[src/rtl/tmr_pkg.sv]
package tmr_pkg;
  typedef enum logic [1:0] {
    SEL_DIV  = 2'd0,
    SEL_CNT  = 2'd1,
    SEL_MOD  = 2'd2,
    SEL_CTRL = 2'd3
  } tmr_sel_e;

  localparam int CTRL_W  = 3;
  localparam int EN_BIT  = 2;

  // Prescaler bit whose falling edge feeds the counter for each rate code.
  function automatic int tap_of(input logic [1:0] rate);
    case (rate)
      2'b00:   return 9;
      2'b01:   return 3;
      2'b10:   return 5;
      default: return 7;
    endcase
  endfunction
endpackage

[src/rtl/tmr_prescaler.sv]
module tmr_prescaler #(
  parameter int W = 16
) (
  input  logic         clk,
  input  logic         rst,
  input  logic         clear,
  output logic [W-1:0] presc
);
  always_ff @(posedge clk) begin
    if (rst || clear) presc <= '0;
    else              presc <= presc + 1'b1;
  end
endmodule

[src/rtl/tmr_tick_gen.sv]
module tmr_tick_gen #(
  parameter int W = 16
) (
  input  logic         clk,
  input  logic         rst,
  input  logic         clear,
  input  logic [W-1:0] presc,
  input  logic [1:0]   rate,
  input  logic         en,
  output logic         tick
);
  import tmr_pkg::*;
  localparam int IW = $clog2(W);

  logic [IW-1:0] tap_idx;
  logic          gated;
  logic          gated_q;

  always_comb begin
    tap_idx = IW'(tap_of(rate));
    gated   = presc[tap_idx] & en;
    tick    = gated_q & ~gated;
  end

  // Clearing with the prescaler keeps a divider write from faking an edge.
  always_ff @(posedge clk) begin
    if (rst || clear) gated_q <= 1'b0;
    else              gated_q <= gated;
  end
endmodule

[src/rtl/tmr_counter.sv]
module tmr_counter #(
  parameter int DW = 8
) (
  input  logic          clk,
  input  logic          rst,
  input  logic          load,
  input  logic [DW-1:0] load_val,
  input  logic          tick,
  input  logic [DW-1:0] modulo,
  output logic [DW-1:0] cnt,
  output logic          irq
);
  localparam logic [DW-1:0] TOP = '1;

  always_ff @(posedge clk) begin
    if (rst) begin
      cnt <= '0;
      irq <= 1'b0;
    end else begin
      irq <= 1'b0;
      if (load) begin
        cnt <= load_val;
      end else if (tick) begin
        if (cnt == TOP) begin
          cnt <= modulo;
          irq <= 1'b1;
        end else begin
          cnt <= cnt + 1'b1;
        end
      end
    end
  end
endmodule

[src/rtl/prog_div_timer.sv]
module prog_div_timer #(
  parameter int DW      = 8,
  parameter int PRESC_W = 16
) (
  input  logic          clk,
  input  logic          rst,
  input  logic [1:0]    bus_sel,
  input  logic          bus_wr,
  input  logic [DW-1:0] bus_wdata,
  output logic [DW-1:0] bus_rdata,
  output logic          tmr_irq
);
  import tmr_pkg::*;

  logic [PRESC_W-1:0] presc;
  logic [DW-1:0]      div_val;
  logic [DW-1:0]      cnt_q;
  logic [DW-1:0]      mod_q;
  logic [CTRL_W-1:0]  ctrl_q;
  logic               tick;
  logic               wr_div, wr_cnt, wr_mod, wr_ctrl;
  logic [DW-1:0]      rd_mux;

  always_comb begin
    wr_div  = bus_wr && (tmr_sel_e'(bus_sel) == SEL_DIV);
    wr_cnt  = bus_wr && (tmr_sel_e'(bus_sel) == SEL_CNT);
    wr_mod  = bus_wr && (tmr_sel_e'(bus_sel) == SEL_MOD);
    wr_ctrl = bus_wr && (tmr_sel_e'(bus_sel) == SEL_CTRL);
    div_val = presc[PRESC_W-1 -: DW];
  end

  tmr_prescaler #(.W(PRESC_W)) u_presc (
    .clk(clk), .rst(rst), .clear(wr_div), .presc(presc)
  );

  tmr_tick_gen #(.W(PRESC_W)) u_tick (
    .clk(clk), .rst(rst), .clear(wr_div), .presc(presc),
    .rate(ctrl_q[1:0]), .en(ctrl_q[EN_BIT]), .tick(tick)
  );

  tmr_counter #(.DW(DW)) u_cnt (
    .clk(clk), .rst(rst), .load(wr_cnt), .load_val(bus_wdata),
    .tick(tick), .modulo(mod_q), .cnt(cnt_q), .irq(tmr_irq)
  );

  always_ff @(posedge clk) begin
    if (rst) begin
      mod_q  <= '0;
      ctrl_q <= '0;
    end else begin
      if (wr_mod)  mod_q  <= bus_wdata;
      if (wr_ctrl) ctrl_q <= bus_wdata[CTRL_W-1:0];
    end
  end

  always_comb begin
    case (tmr_sel_e'(bus_sel))
      SEL_DIV:  rd_mux = div_val;
      SEL_CNT:  rd_mux = cnt_q;
      SEL_MOD:  rd_mux = mod_q;
      default:  rd_mux = {{(DW-CTRL_W){1'b1}}, ctrl_q};
    endcase
  end

  always_ff @(posedge clk) begin
    if (rst) bus_rdata <= '0;
    else     bus_rdata <= rd_mux;
  end
endmodule

[config.mk]
export PLATFORM = sky130hd
export DESIGN_NAME = prog_div_timer
export DESIGN_NICKNAME = d
export VERILOG_FILES = /design/src/rtl/tmr_pkg.sv /design/src/rtl/tmr_prescaler.sv /design/src/rtl/tmr_tick_gen.sv /design/src/rtl/tmr_counter.sv /design/src/rtl/prog_div_timer.sv
export SDC_FILE = /design/constraint.sdc
export NUM_CORES = 1
export LEC_CHECK = 0
export ABC_AREA = 1
export CAP_MARGIN = 25
export CORE_MARGIN = 2
export CORE_UTILIZATION = 50
export CTS_CLUSTER_DIAMETER = 50
export DETAILED_ROUTE_END_ITERATION = 10
export DONT_BUFFER_PORTS = 1
export HOLD_SLACK_MARGIN = 0.15
export PLACE_DENSITY = 0.63
export SLEW_MARGIN = 10
export SYNTH_ARGS = -nofsm -noshare
export SYNTH_HDL_FRONTEND = slang
export SYNTH_SLANG_ARGS = --single-unit
[constraint.sdc]
create_clock -name clk -period 2.1 [get_ports clk]
set_input_delay 0 -clock clk [delete_from_list [all_inputs] [get_ports clk]]
set_output_delay 0 -clock clk [all_outputs]
set_load 0.05 [all_outputs]
==> impl_results.html, run 1 <==
<table>
<tr><th>Metric</th><th>Value</th></tr>
<tr><th colspan="2">Outcome</th></tr>
<tr><td>Outcome</td><td>finished, final reports clean</td></tr>
<tr><th colspan="2">Floorplan</th></tr>
<tr><td>Placement row count</td><td>24</td></tr>
<tr><td>Chip height</td><td>70.6 um</td></tr>
<tr><td>Top Ports</td><td>22</td></tr>
<tr><td>Core Box Area</td><td>4320 um^2</td></tr>
<tr><td>Total Die Area</td><td>4990 um^2</td></tr>
<tr><td>Effective utilization at floorplan</td><td>51.3%</td></tr>
<tr><td>Die extent in x</td><td>70.6 um</td></tr>
<tr><th colspan="2">STA</th></tr>
<tr><td>Final setup fails</td><td>0</td></tr>
<tr><td>Highest attainable clock frequency</td><td>501 MHz</td></tr>
<tr><td>Final critical-path required period</td><td>2000 ps</td></tr>
<tr><td>Total negative slack for setup checks</td><td>0 ps</td></tr>
<tr><td>Final critical-path share of the clock period</td><td>95.1%</td></tr>
<tr><td>Hold Vio Cnt, Final</td><td>0</td></tr>
<tr><td>Worst slew margin relative to its limit</td><td>61.6%</td></tr>
<tr><td>Setup Skew</td><td>5.57 ps</td></tr>
<tr><td>Max-slew violation count</td><td>0</td></tr>
<tr><td>Measured slew at the worst slew-check pin</td><td>574 ps</td></tr>
<tr><th colspan="2">Setup path</th></tr>
<tr><td>Largest stage delay, worst path</td><td>550 ps</td></tr>
<tr><td>Reg-to-reg critical path endpoint</td><td>u_cnt.cnt[2]</td></tr>
<tr><td>Kind of critical path</td><td>reg -&gt; reg</td></tr>
<tr><td>Endpoint kind of the worst setup timing path</td><td>flop</td></tr>
<tr><td>Crit path cell chain</td><td>ha_4 &gt; nand2_2 &gt; nor2_4 &gt; nand2_4 &gt; o21ai_2 &gt; nand2_1 &gt; nand2_1 &gt; nand2_1 &gt; a21oi_2 &gt; dlygate4sd3_1</td></tr>
<tr><td>Required arrival time at the worst endpoint</td><td>2340 ps</td></tr>
<tr><td>Register-to-register setup slack</td><td>100 ps</td></tr>
<tr><td>Worst Reg2Reg Path Length in Cells</td><td>10</td></tr>
<tr><td>Most used cell along the critical path</td><td>sky130_fd_sc_hd__nand2_1</td></tr>
<tr><td>WP data arrival</td><td>2240 ps</td></tr>
<tr><td>Cell with the biggest individual delay on the critical path</td><td>sky130_fd_sc_hd__dlygate4sd3_1</td></tr>
<tr><td>Category of the worst setup path launch point</td><td>flop</td></tr>
<tr><td>Crit Reg-Reg Startpoint</td><td>u_cnt.cnt[0]</td></tr>
<tr><td>Biggest fanout along the worst timing path</td><td>8</td></tr>
<tr><th colspan="2">Global routing</th></tr>
<tr><td>Pin count of the biggest net entering global routing</td><td>20</td></tr>
<tr><td>Antenna violations before repair</td><td>0</td></tr>
<tr><td>Remaining Overflow, GRT</td><td>0</td></tr>
<tr><td>Global-route usage over all layers</td><td>22.1%</td></tr>
<tr><td>Wire length of the first global-routing pass</td><td>8780 um</td></tr>
<tr><td>Number of global-route vias before repair</td><td>1868</td></tr>
<tr><th colspan="2">Placed design</th></tr>
<tr><td>Port Buffers</td><td>0</td></tr>
<tr><td>Sum of net half-perimeters after detailed placement</td><td>3760 um</td></tr>
<tr><td>Final weighted congestion of routability-driven global placement</td><td>0.865</td></tr>
<tr><th colspan="2">Routing</th></tr>
<tr><td>Detail-routed net length per standard cell</td><td>13.5 um</td></tr>
<tr><td>Uppermost signal routing layer after detailed routing</td><td>met4</td></tr>
<tr><td>Initial DRC count</td><td>120</td></tr>
<tr><td>Detailed-route wire length</td><td>5300 um</td></tr>
<tr><td>Sum of met2 wire segment lengths after detailed routing</td><td>2290 um</td></tr>
<tr><td>DRT antenna net count</td><td>0</td></tr>
<tr><td>Vias</td><td>2098</td></tr>
<tr><td>Number of detailed-route iterations in the first pass</td><td>4</td></tr>
<tr><td>Wire length the detailed router placed on met1</td><td>2710 um</td></tr>
<tr><td>Routed via count divided by cell count</td><td>5.32</td></tr>
<tr><td>Metal3 WL</td><td>227 um</td></tr>
<tr><td>DRC errors left</td><td>0</td></tr>
<tr><th colspan="2">Yosys</th></tr>
<tr><td>Ranking of synthesized cells by area</td><td>sky130_fd_sc_hd__dfxtp_1 41%, sky130_fd_sc_hd__nand2_1 11%, sky130_fd_sc_hd__inv_1 7.6%, sky130_fd_sc_hd__nand3_1 7.2%, sky130_fd_sc_hd__a21oi_1 6.1%</td></tr>
<tr><td>Syn Std Cell Area</td><td>2220 um^2</td></tr>
<tr><td>Main combinational cell family by area after synthesis</td><td>simple AND/OR/NAND/NOR gates</td></tr>
<tr><td>Simple-gate area share of the yosys netlist</td><td>30.7%</td></tr>
<tr><td>Synthesized instance count</td><td>320</td></tr>
<tr><td>Synthesized area divided by synthesized cell count</td><td>6.93 um^2</td></tr>
<tr><td>Multiplexer fraction of the synthesized cell area</td><td>0%</td></tr>
<tr><td>Synth top area share</td><td>40.6%</td></tr>
<tr><td>Synthesis Warnings</td><td>0</td></tr>
<tr><td>Count of state elements after synthesis</td><td>45</td></tr>
<tr><td>Synth Net Count</td><td>335</td></tr>
<tr><td>Sequential area share after synthesis</td><td>40.6%</td></tr>
<tr><td>Distinct cell type count after synthesis</td><td>29</td></tr>
<tr><td>Synth Area in Adders</td><td>1.13%</td></tr>
<tr><td>Top cell type by total area after synthesis</td><td>sky130_fd_sc_hd__dfxtp_1</td></tr>
<tr><td>Synth Area in Compound Gates</td><td>15.7%</td></tr>
<tr><td>Synthesized-area fraction occupied by xor and xnor cells</td><td>1.97%</td></tr>
<tr><th colspan="2">Clock tree</th></tr>
<tr><td>Clock buffer count from CTS</td><td>5</td></tr>
<tr><td>Clock latency reported for the late side of the worst-skew pair</td><td>300 ps</td></tr>
<tr><td>CTS clk-pin slew, worst paths</td><td>80 ps</td></tr>
<tr><td>CTS Root Buffer Type</td><td>sky130_fd_sc_hd__clkbuf_8</td></tr>
<tr><td>Num Clock Sinks</td><td>45</td></tr>
<tr><td>Maximum buffer depth of the clock tree</td><td>2</td></tr>
<tr><td>CTS tree</td><td>built</td></tr>
<tr><td>H-Tree Depth</td><td>2</td></tr>
<tr><th colspan="2">Pwr</th></tr>
<tr><td>Fraction of power spent switching nets</td><td>25.5%</td></tr>
<tr><td>Combinational Power Share</td><td>8.7%</td></tr>
<tr><td>P_sw</td><td>422 uW</td></tr>
<tr><td>Flop pwr share</td><td>55.7%</td></tr>
<tr><td>Leak</td><td>0.00104 uW</td></tr>
<tr><td>Clock network fraction of design power</td><td>35.6%</td></tr>
<tr><td>Design internal power</td><td>1230 uW</td></tr>
<tr><td>Max IR drop VDD</td><td>326 uV</td></tr>
<tr><td>Pwr per Cell Area</td><td>644 nW/um^2</td></tr>
<tr><th colspan="2">Worst hold path</th></tr>
<tr><td>Hold Path Origin</td><td>bus_wr</td></tr>
<tr><td>Hold Path End</td><td>mod_q[7]</td></tr>
<tr><td>Instance count along the most critical hold path</td><td>2</td></tr>
<tr><td>Worst min-delay path class</td><td>in -&gt; reg</td></tr>
<tr><th colspan="2">Cells and area</th></tr>
<tr><td>Final antenna diode count</td><td>0</td></tr>
<tr><td>Total area of multi-input combinational cells</td><td>1120 um^2</td></tr>
<tr><td>Filler cells</td><td>440</td></tr>
<tr><td>Area occupied by registers</td><td>908 um^2</td></tr>
<tr><td>Layout-stage area growth over the synthesis result</td><td>15.6%</td></tr>
<tr><td>Final net count</td><td>356</td></tr>
<tr><td>Fraction of final layout cells sized beyond drive strength 1</td><td>9.65%</td></tr>
<tr><td>Final standard cell utilization of the core</td><td>59.3%</td></tr>
<tr><th colspan="2">Flow run</th></tr>
<tr><td>Total of max-cap violations</td><td>0</td></tr>
</table>
[state kept, by name, indices dropped and copies added, names as in the netlist]
signal          count
u_cnt.cnt           8
mod_q               8
u_cnt.irq           1
u_presc.presc      16
u_tick.gated_q      1
bus_rdata           8
ctrl_q              3
[placed cells by master, fill, tap and decap left out, types with 2 or more instances in the layout]
cell type and n:
sky130_fd_sc_hd__o221ai_1 5, sky130_fd_sc_hd__xor2_1 3, sky130_fd_sc_hd__inv_1 45, sky130_fd_sc_hd__clkbuf_8 7, sky130_fd_sc_hd__dfxtp_1 43, sky130_fd_sc_hd__xnor2_1 2, sky130_fd_sc_hd__nand2_1 66, sky130_fd_sc_hd__nor2_1 31
sky130_fd_sc_hd__nor2_4 4, sky130_fd_sc_hd__o21ai_0 25, sky130_fd_sc_hd__a21oi_2 2, sky130_fd_sc_hd__a21oi_1 26, sky130_fd_sc_hd__buf_4 4, sky130_fd_sc_hd__nand2_4 2, sky130_fd_sc_hd__o21ai_1 2, sky130_fd_sc_hd__dlygate4sd3_1 16
sky130_fd_sc_hd__nand2_2 4, sky130_fd_sc_hd__dfxtp_4 2, sky130_fd_sc_hd__nor3_1 8, sky130_fd_sc_hd__inv_2 2, sky130_fd_sc_hd__nand3_1 32
[per-layer routing]
| layer | up-vias | track usage (%) |
|---|---|---|
| met5 | - | 0 |
| met4 | 0 | 6.50 |
| met3 | 9 | 4.99 |
| met2 | 47 | 33.0 |
| met1 | 961 | 32.4 |
| li1 | 1081 | - |
[critical path, delay by kind of cell (launching register included)]
family,cells,cell delay (ps)
AOI/OAI and AO/OA,2,230
adders and majority gates,1,150
buffers and inverters,1,550
DFF,1,390
and+or+nand+nor,6,620
[worst max-delay path by stage]
stage                       from            to  cells past startpoint
floorplan           u_cnt.cnt[0]  u_cnt.cnt[2]                      9
global placement    u_cnt.cnt[0]  u_cnt.cnt[3]                      9
detailed placement  u_cnt.cnt[0]  u_cnt.cnt[3]                      9
CTS                 u_cnt.cnt[0]  u_cnt.cnt[2]                     10
global route        u_cnt.cnt[0]  u_cnt.cnt[2]                     10
finish              u_cnt.cnt[0]  u_cnt.cnt[2]                     10
[what timing repair did]
| action | CTS | global route |
|---|---|---|
| setup endpoints to repair | 0 | 3 |
| hold buffers | 16 | 0 |
| buffers inserted | 0 | 4 |
| endpoints found under the hold margin | 34 | 0 |
| gates resized for setup | 0 | 8 |
[metrics by stage]
| step | hold slack (ps) | cells | total power, uW | cell area [um^2] | setup WS [ps] |
|---|---|---|---|---|---|
| 5_1_grt | 325 | 394 | 1720 | 2560 | -24.7 |
| 3_5_place_dp | 74.1 | 366 | 1050 | 2240 | 553 |
| 6_report | 268 | 394 | 1650 | 2560 | 103 |
| 4_1_cts | 269 | 390 | 1660 | 2510 | 25.4 |
| 3_3_place_gp | 73.3 | 366 | 1050 | 2240 | 564 |
| 2_1_floorplan | 168 | 320 | 1030 | 2220 | 779 |
[cell usage after synthesis, drive strengths merged]
cell type	n
nand2	72
inv	47
dfxtp	45
nor2	36
nand3	32
a21oi	28
o21ai	28
nor3	9
buf	6
o221ai	5
xor2	3
ha	2
xnor2	2
a221oi	1
clkinv	1
nand4	1
o2111ai	1
or2	1
[power by group through the flow]
stage               logic, uW  clock network [uW]  registers [uW]
floorplan                94.5                   0             936
global placement          107                   0             941
detailed placement        108                   0             941
CTS                       141                 602             921
global route              165                 634             925
finish                    144                 588             921
[final cells by class]
cell class / count / area share [%]
multi-input cells: 221 / 43.7
flip-flops and latches: 45 / 35.4
repair buffers: 20 / 7.41
inverters: 48 / 7.02
clock buffers: 7 / 3.76
well taps: 52 / 2.54
clock inverters: 1 / 0.195
[kinds of logic after synthesis]
kind of cell             count (synthesis)
flip-flops                              45
AO/OA/AOI/OAI                           63
buffers and inverters                   54
XOR/XNOR                                 5
adder cells (fa/ha/maj)                  2
AND/OR/NAND/NOR                        151
No activity file was read; power rests on OpenSTA's default activity.
==> run 2: changes to the inputs <==
--- a/config.mk
+++ b/config.mk
@@ -13,7 +13,7 @@
 export DETAILED_ROUTE_END_ITERATION = 10
 export DONT_BUFFER_PORTS = 1
 export HOLD_SLACK_MARGIN = 0.15
-export PLACE_DENSITY = 0.63
+export PLACE_DENSITY = 0.72
 export SLEW_MARGIN = 10
 export SYNTH_ARGS = -nofsm -noshare
 export SYNTH_HDL_FRONTEND = slang
==> impl_results.html, run 2 (synthesized netlist as in run 1, its figures left out) <==
<table>
<tr><th>Metric</th><th>Value</th></tr>
<tr><th colspan="2">Global routing</th></tr>
<tr><td>Pin count of the biggest net entering global routing</td><td>20</td></tr>
<tr><td>Number of global-route vias before repair</td><td>1968</td></tr>
<tr><td>Wire length of the first global-routing pass</td><td>8870 um</td></tr>
<tr><td>Remaining Overflow, GRT</td><td>0</td></tr>
<tr><td>Antenna violations before repair</td><td>0</td></tr>
<tr><td>Global-route usage over all layers</td><td>21.8%</td></tr>
<tr><th colspan="2">Routing</th></tr>
<tr><td>Number of detailed-route iterations in the first pass</td><td>4</td></tr>
<tr><td>Routed via count divided by cell count</td><td>5.36</td></tr>
<tr><td>Vias</td><td>2122</td></tr>
<tr><td>DRC errors left</td><td>0</td></tr>
<tr><td>Detailed-route wire length</td><td>5260 um</td></tr>
<tr><td>Detail-routed net length per standard cell</td><td>13.3 um</td></tr>
<tr><td>Initial DRC count</td><td>287</td></tr>
<tr><td>DRT antenna net count</td><td>0</td></tr>
<tr><th colspan="2">Pwr</th></tr>
<tr><td>Pwr per Cell Area</td><td>626 nW/um^2</td></tr>
<tr><td>Max IR drop VDD</td><td>301 uV</td></tr>
<tr><td>Leak</td><td>0.00106 uW</td></tr>
<tr><td>Post-layout total power</td><td>1620 uW</td></tr>
<tr><th colspan="2">Setup path</th></tr>
<tr><td>Required arrival time at the worst endpoint</td><td>2280 ps</td></tr>
<tr><td>Kind of critical path</td><td>reg -&gt; reg</td></tr>
<tr><td>Register-to-register setup slack</td><td>100 ps</td></tr>
<tr><td>WP data arrival</td><td>2180 ps</td></tr>
<tr><td>Endpoint kind of the worst setup timing path</td><td>flop</td></tr>
<tr><td>Category of the worst setup path launch point</td><td>flop</td></tr>
<tr><td>Biggest fanout along the worst timing path</td><td>5</td></tr>
<tr><th colspan="2">Clock tree</th></tr>
<tr><td>Num Clock Sinks</td><td>45</td></tr>
<tr><td>H-Tree Depth</td><td>2</td></tr>
<tr><td>CTS clk-pin slew, worst paths</td><td>80 ps</td></tr>
<tr><td>Clock latency reported for the late side of the worst-skew pair</td><td>290 ps</td></tr>
<tr><td>Clock buffer count from CTS</td><td>5</td></tr>
<tr><td>Maximum buffer depth of the clock tree</td><td>2</td></tr>
<tr><td>CTS tree</td><td>built</td></tr>
<tr><td>CTS Root Buffer Type</td><td>sky130_fd_sc_hd__clkbuf_8</td></tr>
<tr><th colspan="2">Worst hold path</th></tr>
<tr><td>Worst min-delay path class</td><td>in -&gt; reg</td></tr>
<tr><th colspan="2">Cells and area</th></tr>
<tr><td>Leading cell type in the layout, fill and taps excluded</td><td>sky130_fd_sc_hd__nand2_1</td></tr>
<tr><td>Max FFs per register</td><td>16</td></tr>
<tr><td>Final antenna diode count</td><td>0</td></tr>
<tr><td>Layout-stage area growth over the synthesis result</td><td>16.7%</td></tr>
<tr><td>Final net count</td><td>358</td></tr>
<tr><td>Fraction of final layout cells sized beyond drive strength 1</td><td>9.88%</td></tr>
<tr><td>Biggest register</td><td>u_presc.presc</td></tr>
<tr><td>Most frequent cells in the layout</td><td>65 x sky130_fd_sc_hd__nand2_1, 45 x sky130_fd_sc_hd__inv_1, 43 x sky130_fd_sc_hd__dfxtp_1</td></tr>
<tr><td>Cell area after layout</td><td>2590 um^2</td></tr>
<tr><th colspan="2">Placed design</th></tr>
<tr><td>Port Buffers</td><td>0</td></tr>
<tr><td>Final weighted congestion of routability-driven global placement</td><td>0.864</td></tr>
<tr><td>Cell area reported after detailed placement</td><td>2240 um^2</td></tr>
<tr><td>Sum of net half-perimeters after detailed placement</td><td>3720 um</td></tr>
<tr><th colspan="2">Flow run</th></tr>
<tr><td>Total of max-cap violations</td><td>0</td></tr>
<tr><th colspan="2">STA</th></tr>
<tr><td>Max-slew violation count</td><td>0</td></tr>
<tr><td>Final critical-path required period</td><td>2000 ps</td></tr>
<tr><td>Final setup fails</td><td>0</td></tr>
<tr><td>Hold Vio Cnt, Final</td><td>0</td></tr>
<tr><td>Setup Skew</td><td>7.32 ps</td></tr>
<tr><td>Worst slew margin relative to its limit</td><td>64.1%</td></tr>
<tr><td>Highest attainable clock frequency</td><td>500 MHz</td></tr>
<tr><td>Measured slew at the worst slew-check pin</td><td>537 ps</td></tr>
<tr><td>Total negative slack for setup checks</td><td>0 ps</td></tr>
<tr><td>Final critical-path share of the clock period</td><td>95.3%</td></tr>
<tr><th colspan="2">Floorplan</th></tr>
<tr><td>Placement row count</td><td>24</td></tr>
<tr><td>Total Die Area</td><td>4990 um^2</td></tr>
<tr><td>Core Box Area</td><td>4320 um^2</td></tr>
<tr><td>Chip height</td><td>70.6 um</td></tr>
<tr><td>Top Ports</td><td>22</td></tr>
<tr><td>Effective utilization at floorplan</td><td>51.3%</td></tr>
<tr><td>Die extent in x</td><td>70.6 um</td></tr>
<tr><th colspan="2">Outcome</th></tr>
<tr><td>Outcome</td><td>finished, final reports clean</td></tr>
</table>
run 2: final timing paths:
| check | start | end | cells after the start |
|---|---|---|---|
| hold / removal | bus_sel[1] | bus_rdata[4] | 5 |
| setup / recovery | u_cnt.cnt[0] | u_cnt.cnt[1] | 10 |
| hold reg to reg | u_presc.presc[0] | u_presc.presc[0] | 1 |
| setup reg to reg | u_cnt.cnt[0] | u_cnt.cnt[1] | 10 |
run 2: final cells by class:
class	count	area [um^2]
fill	408	1740
multi-input combinational	221	1120
sequential	45	906
timing repair buffer	22	223
inverter	48	180
clock buffer	6	82.6
tap	52	65.1
clock inverter	2	13.8
run 2: layer usage:
metal	global-route usage, %	share of wire, %
met5	0	0
met4	8.39	1.9
met3	4.84	6.0
met2	34.7	47
met1	29.1	45
run 2: worst max-delay path: stages, from the launching register on:
cell	delay, ps
sky130_fd_sc_hd__dfxtp_4	390
sky130_fd_sc_hd__ha_4	150
sky130_fd_sc_hd__nand2_2	80
sky130_fd_sc_hd__nor2_4	210
sky130_fd_sc_hd__buf_12	140
sky130_fd_sc_hd__nand3_1	70
sky130_fd_sc_hd__nand3_1	110
sky130_fd_sc_hd__nand2_1	50
sky130_fd_sc_hd__nand2_1	60
sky130_fd_sc_hd__a21oi_1	60
sky130_fd_sc_hd__dlygate4sd3_1	580
run 2: report_power, final:
group / switching, uW / internal (uW) / total, uW
clock network: 287 / 267 / 553
logic: 89.3 / 56.2 / 146
registers: 40.8 / 880 / 921
total: 417 / 1200 / 1620
run 2: stage by stage:
step | worst slack [ps] | utilization, % | hold slack, ps | instances
5_1_grt | -11.6 | 59.9 | 217 | 396
3_3_place_gp | 596 | 51.9 | 73.9 | 366
4_1_cts | 19.9 | 58.1 | 165 | 391
6_report | 99.4 | 59.9 | 183 | 396
3_5_place_dp | 579 | 51.9 | 74.7 | 366
2_1_floorplan | 779 | - | 168 | 320
run 2: timing repair:
action	CTS	global route
hold buffers	17	1
gates resized for setup	0	8
endpoints found under the setup margin	0	4
buffers inserted	0	5
hold endpoints to repair	38	1
==> run 3: changes to the inputs <==
--- a/config.mk
+++ b/config.mk
@@ -7,13 +7,15 @@
 export LEC_CHECK = 0
 export ABC_AREA = 1
 export CAP_MARGIN = 25
+export CELL_PAD_IN_SITES_DETAIL_PLACEMENT = 0
+export CELL_PAD_IN_SITES_GLOBAL_PLACEMENT = 1
 export CORE_MARGIN = 2
-export CORE_UTILIZATION = 50
+export CORE_UTILIZATION = 48
 export CTS_CLUSTER_DIAMETER = 50
 export DETAILED_ROUTE_END_ITERATION = 10
 export DONT_BUFFER_PORTS = 1
 export HOLD_SLACK_MARGIN = 0.15
-export PLACE_DENSITY = 0.72
+export PLACE_DENSITY = 0.9
 export SLEW_MARGIN = 10
 export SYNTH_ARGS = -nofsm -noshare
 export SYNTH_HDL_FRONTEND = slang
==> impl_results.html, run 3 (synthesized netlist as in run 1, its figures left out) <==
<table>
<tr><th>Metric</th><th>Value</th></tr>
<tr><th colspan="2">Outcome</th></tr>
<tr><td>Outcome</td><td>finished, final reports clean</td></tr>
<tr><th colspan="2">Cells and area</th></tr>
<tr><td>Biggest register</td><td>u_presc.presc</td></tr>
<tr><td>Max FFs per register</td><td>16</td></tr>
<tr><td>Most frequent cells in the layout</td><td>65 x sky130_fd_sc_hd__nand2_1, 45 x sky130_fd_sc_hd__inv_1, 42 x sky130_fd_sc_hd__dfxtp_1</td></tr>
<tr><td>Layout-stage area growth over the synthesis result</td><td>18.0%</td></tr>
<tr><td>Final standard cell utilization of the core</td><td>59.3%</td></tr>
<tr><td>Fraction of final layout cells sized beyond drive strength 1</td><td>11.3%</td></tr>
<tr><td>Final antenna diode count</td><td>0</td></tr>
<tr><td>Leading cell type in the layout, fill and taps excluded</td><td>sky130_fd_sc_hd__nand2_1</td></tr>
<tr><td>Final net count</td><td>361</td></tr>
<tr><th colspan="2">Global routing</th></tr>
<tr><td>Antenna violations before repair</td><td>0</td></tr>
<tr><td>Remaining Overflow, GRT</td><td>0</td></tr>
<tr><td>Number of global-route vias before repair</td><td>1957</td></tr>
<tr><td>Global-route usage over all layers</td><td>22.4%</td></tr>
<tr><td>Pin count of the biggest net entering global routing</td><td>20</td></tr>
<tr><td>Wire length of the first global-routing pass</td><td>9050 um</td></tr>
<tr><th colspan="2">Placed design</th></tr>
<tr><td>Final weighted congestion of routability-driven global placement</td><td>0.859</td></tr>
<tr><td>Setup slack after placement</td><td>578 ps</td></tr>
<tr><td>Port Buffers</td><td>0</td></tr>
<tr><td>Sum of net half-perimeters after detailed placement</td><td>3820 um</td></tr>
<tr><th colspan="2">Setup path</th></tr>
<tr><td>Crit Reg-Reg Startpoint</td><td>u_cnt.cnt[0]</td></tr>
<tr><td>Crit path capture</td><td>u_cnt.cnt[7]</td></tr>
<tr><td>Crit path cell chain</td><td>ha_4 &gt; nand2_2 &gt; nor2_4 &gt; buf_4 &gt; nand3_1 &gt; nand2_1 &gt; nor2_1 &gt; nor2_1 &gt; nor2_1 &gt; dlygate4sd3_1</td></tr>
<tr><td>Worst Reg2Reg Path Length in Cells</td><td>10</td></tr>
<tr><td>Reg-to-reg critical path endpoint</td><td>u_cnt.cnt[7]</td></tr>
<tr><td>Most used cell along the critical path</td><td>sky130_fd_sc_hd__nor2_1</td></tr>
<tr><td>Required arrival time at the worst endpoint</td><td>2300 ps</td></tr>
<tr><td>Largest stage delay, worst path</td><td>560 ps</td></tr>
<tr><td>Buffering stage count on the worst path with inverters included</td><td>2</td></tr>
<tr><td>Register-to-register setup slack</td><td>150 ps</td></tr>
<tr><td>WP data arrival</td><td>2150 ps</td></tr>
<tr><td>Cell with the biggest individual delay on the critical path</td><td>sky130_fd_sc_hd__dlygate4sd3_1</td></tr>
<tr><td>Endpoint kind of the worst setup timing path</td><td>flop</td></tr>
<tr><td>Beginning of the critical path</td><td>u_cnt.cnt[0]</td></tr>
<tr><td>Biggest fanout along the worst timing path</td><td>5</td></tr>
<tr><td>Top Family by Delay on Critical Path</td><td>buffers and inverters</td></tr>
<tr><td>Category of the worst setup path launch point</td><td>flop</td></tr>
<tr><td>Kind of critical path</td><td>reg -&gt; reg</td></tr>
<tr><td>Worst path depth</td><td>10</td></tr>
<tr><th colspan="2">Floorplan</th></tr>
<tr><td>Core Box Area</td><td>4410 um^2</td></tr>
<tr><td>Top Ports</td><td>22</td></tr>
<tr><td>Total Die Area</td><td>5180 um^2</td></tr>
<tr><td>Chip height</td><td>72.0 um</td></tr>
<tr><td>Die extent in x</td><td>72.0 um</td></tr>
<tr><td>Placement row count</td><td>24</td></tr>
<tr><td>Effective utilization at floorplan</td><td>50.3%</td></tr>
<tr><th colspan="2">STA</th></tr>
<tr><td>Measured slew at the worst slew-check pin</td><td>590 ps</td></tr>
<tr><td>Final setup fails</td><td>0</td></tr>
<tr><td>Setup Skew</td><td>6.52 ps</td></tr>
<tr><td>Worst slew margin relative to its limit</td><td>60.5%</td></tr>
<tr><td>Hold Vio Cnt, Final</td><td>0</td></tr>
<tr><td>Final setup slack of the worst path</td><td>150 ps</td></tr>
<tr><td>Highest attainable clock frequency</td><td>513 MHz</td></tr>
<tr><td>Total negative slack for setup checks</td><td>0 ps</td></tr>
<tr><td>Final critical-path share of the clock period</td><td>92.9%</td></tr>
<tr><td>Final critical-path required period</td><td>1950 ps</td></tr>
<tr><td>Max-slew violation count</td><td>0</td></tr>
<tr><td>Worst Hold Margin</td><td>170 ps</td></tr>
<tr><th colspan="2">Clock tree</th></tr>
<tr><td>CTS Root Buffer Type</td><td>sky130_fd_sc_hd__clkbuf_8</td></tr>
<tr><td>CTS tree</td><td>built</td></tr>
<tr><td>Maximum buffer depth of the clock tree</td><td>2</td></tr>
<tr><td>CTS clk-pin slew, worst paths</td><td>90 ps</td></tr>
<tr><td>Num Clock Sinks</td><td>45</td></tr>
<tr><td>H-Tree Depth</td><td>2</td></tr>
<tr><td>Clock buffer count from CTS</td><td>5</td></tr>
<tr><td>Clock latency reported for the late side of the worst-skew pair</td><td>300 ps</td></tr>
<tr><th colspan="2">Routing</th></tr>
<tr><td>DRC errors left</td><td>0</td></tr>
<tr><td>Detailed-route wire length</td><td>5400 um</td></tr>
<tr><td>Vias</td><td>2115</td></tr>
<tr><td>Initial DRC count</td><td>201</td></tr>
<tr><td>Number of detailed-route iterations in the first pass</td><td>4</td></tr>
<tr><td>DRT antenna net count</td><td>0</td></tr>
<tr><td>Detail-routed net length per standard cell</td><td>13.6 um</td></tr>
<tr><td>Routed via count divided by cell count</td><td>5.31</td></tr>
<tr><th colspan="2">Worst hold path</th></tr>
<tr><td>Worst min-delay path class</td><td>in -&gt; reg</td></tr>
<tr><td>Hold Path Origin</td><td>bus_sel[1]</td></tr>
<tr><th colspan="2">Pwr</th></tr>
<tr><td>Max IR drop VDD</td><td>320 uV</td></tr>
<tr><td>Leak</td><td>0.00107 uW</td></tr>
<tr><td>Pwr per Cell Area</td><td>653 nW/um^2</td></tr>
<tr><th colspan="2">Flow run</th></tr>
<tr><td>Total of max-cap violations</td><td>0</td></tr>
</table>
-- run 3: where the power goes --
group	internal [uW]	switching, uW
logic	55.8	90.5
registers	880	40.9
clock network	346	296
total	1280	427
-- run 3: how the worst min path moves through the flow --
stage	end	slack (ps)	cells after the start
after floorplan	u_presc.presc[11]	170	3
after global placement	u_cnt.cnt[0]	70	1
after detailed placement	u_cnt.cnt[0]	70	1
after CTS	bus_rdata[4]	160	5
after global routing	bus_rdata[4]	220	5
final	bus_rdata[4]	170	5
-- run 3: cell type report --
class                   instances  area, um^2
repair buffers                 24         223
fillers                       429        1800
flip-flops and latches         45         907
well taps                      52        65.1
clock buffers                   5        68.8
clock inverters                 2        35.0
multi-input cells             222        1140
inverters                      48         180
-- run 3: worst register-to-register path, cell delays in order, from the launching register on --
cell	delay, ps
sky130_fd_sc_hd__dfxtp_4	380
sky130_fd_sc_hd__ha_4	140
sky130_fd_sc_hd__nand2_2	80
sky130_fd_sc_hd__nor2_4	200
sky130_fd_sc_hd__buf_4	150
sky130_fd_sc_hd__nand3_1	70
sky130_fd_sc_hd__nand2_1	90
sky130_fd_sc_hd__nor2_1	40
sky130_fd_sc_hd__nor2_1	90
sky130_fd_sc_hd__nor2_1	40
sky130_fd_sc_hd__dlygate4sd3_1	560
-- run 3: per-stage QoR --
step	total power [uW]	cell area, um^2	instances
after global placement	1050	2240	366
after CTS	1720	2520	390
final	1710	2620	398
after floorplan	1030	2220	320
after global routing	1790	2620	398
after detailed placement	1050	2240	366
-- run 3: layer usage --
layer	routed length, um	GRT usage, %	share of wire, %	vias up
li1	-	-	-	1090
met1	2480	31.6	46	948
met2	2420	34.4	45	71
met3	432	5.56	8.0	6
met4	63	5.66	1.2	0
met5	0	0	0	-
-- run 3: timing repair --
action	in CTS	in global routing
endpoints found under the setup margin	0	4
setup buffers	0	7
hold buffers	17	0
resized for setup	0	11
hold endpoints to repair	34	0
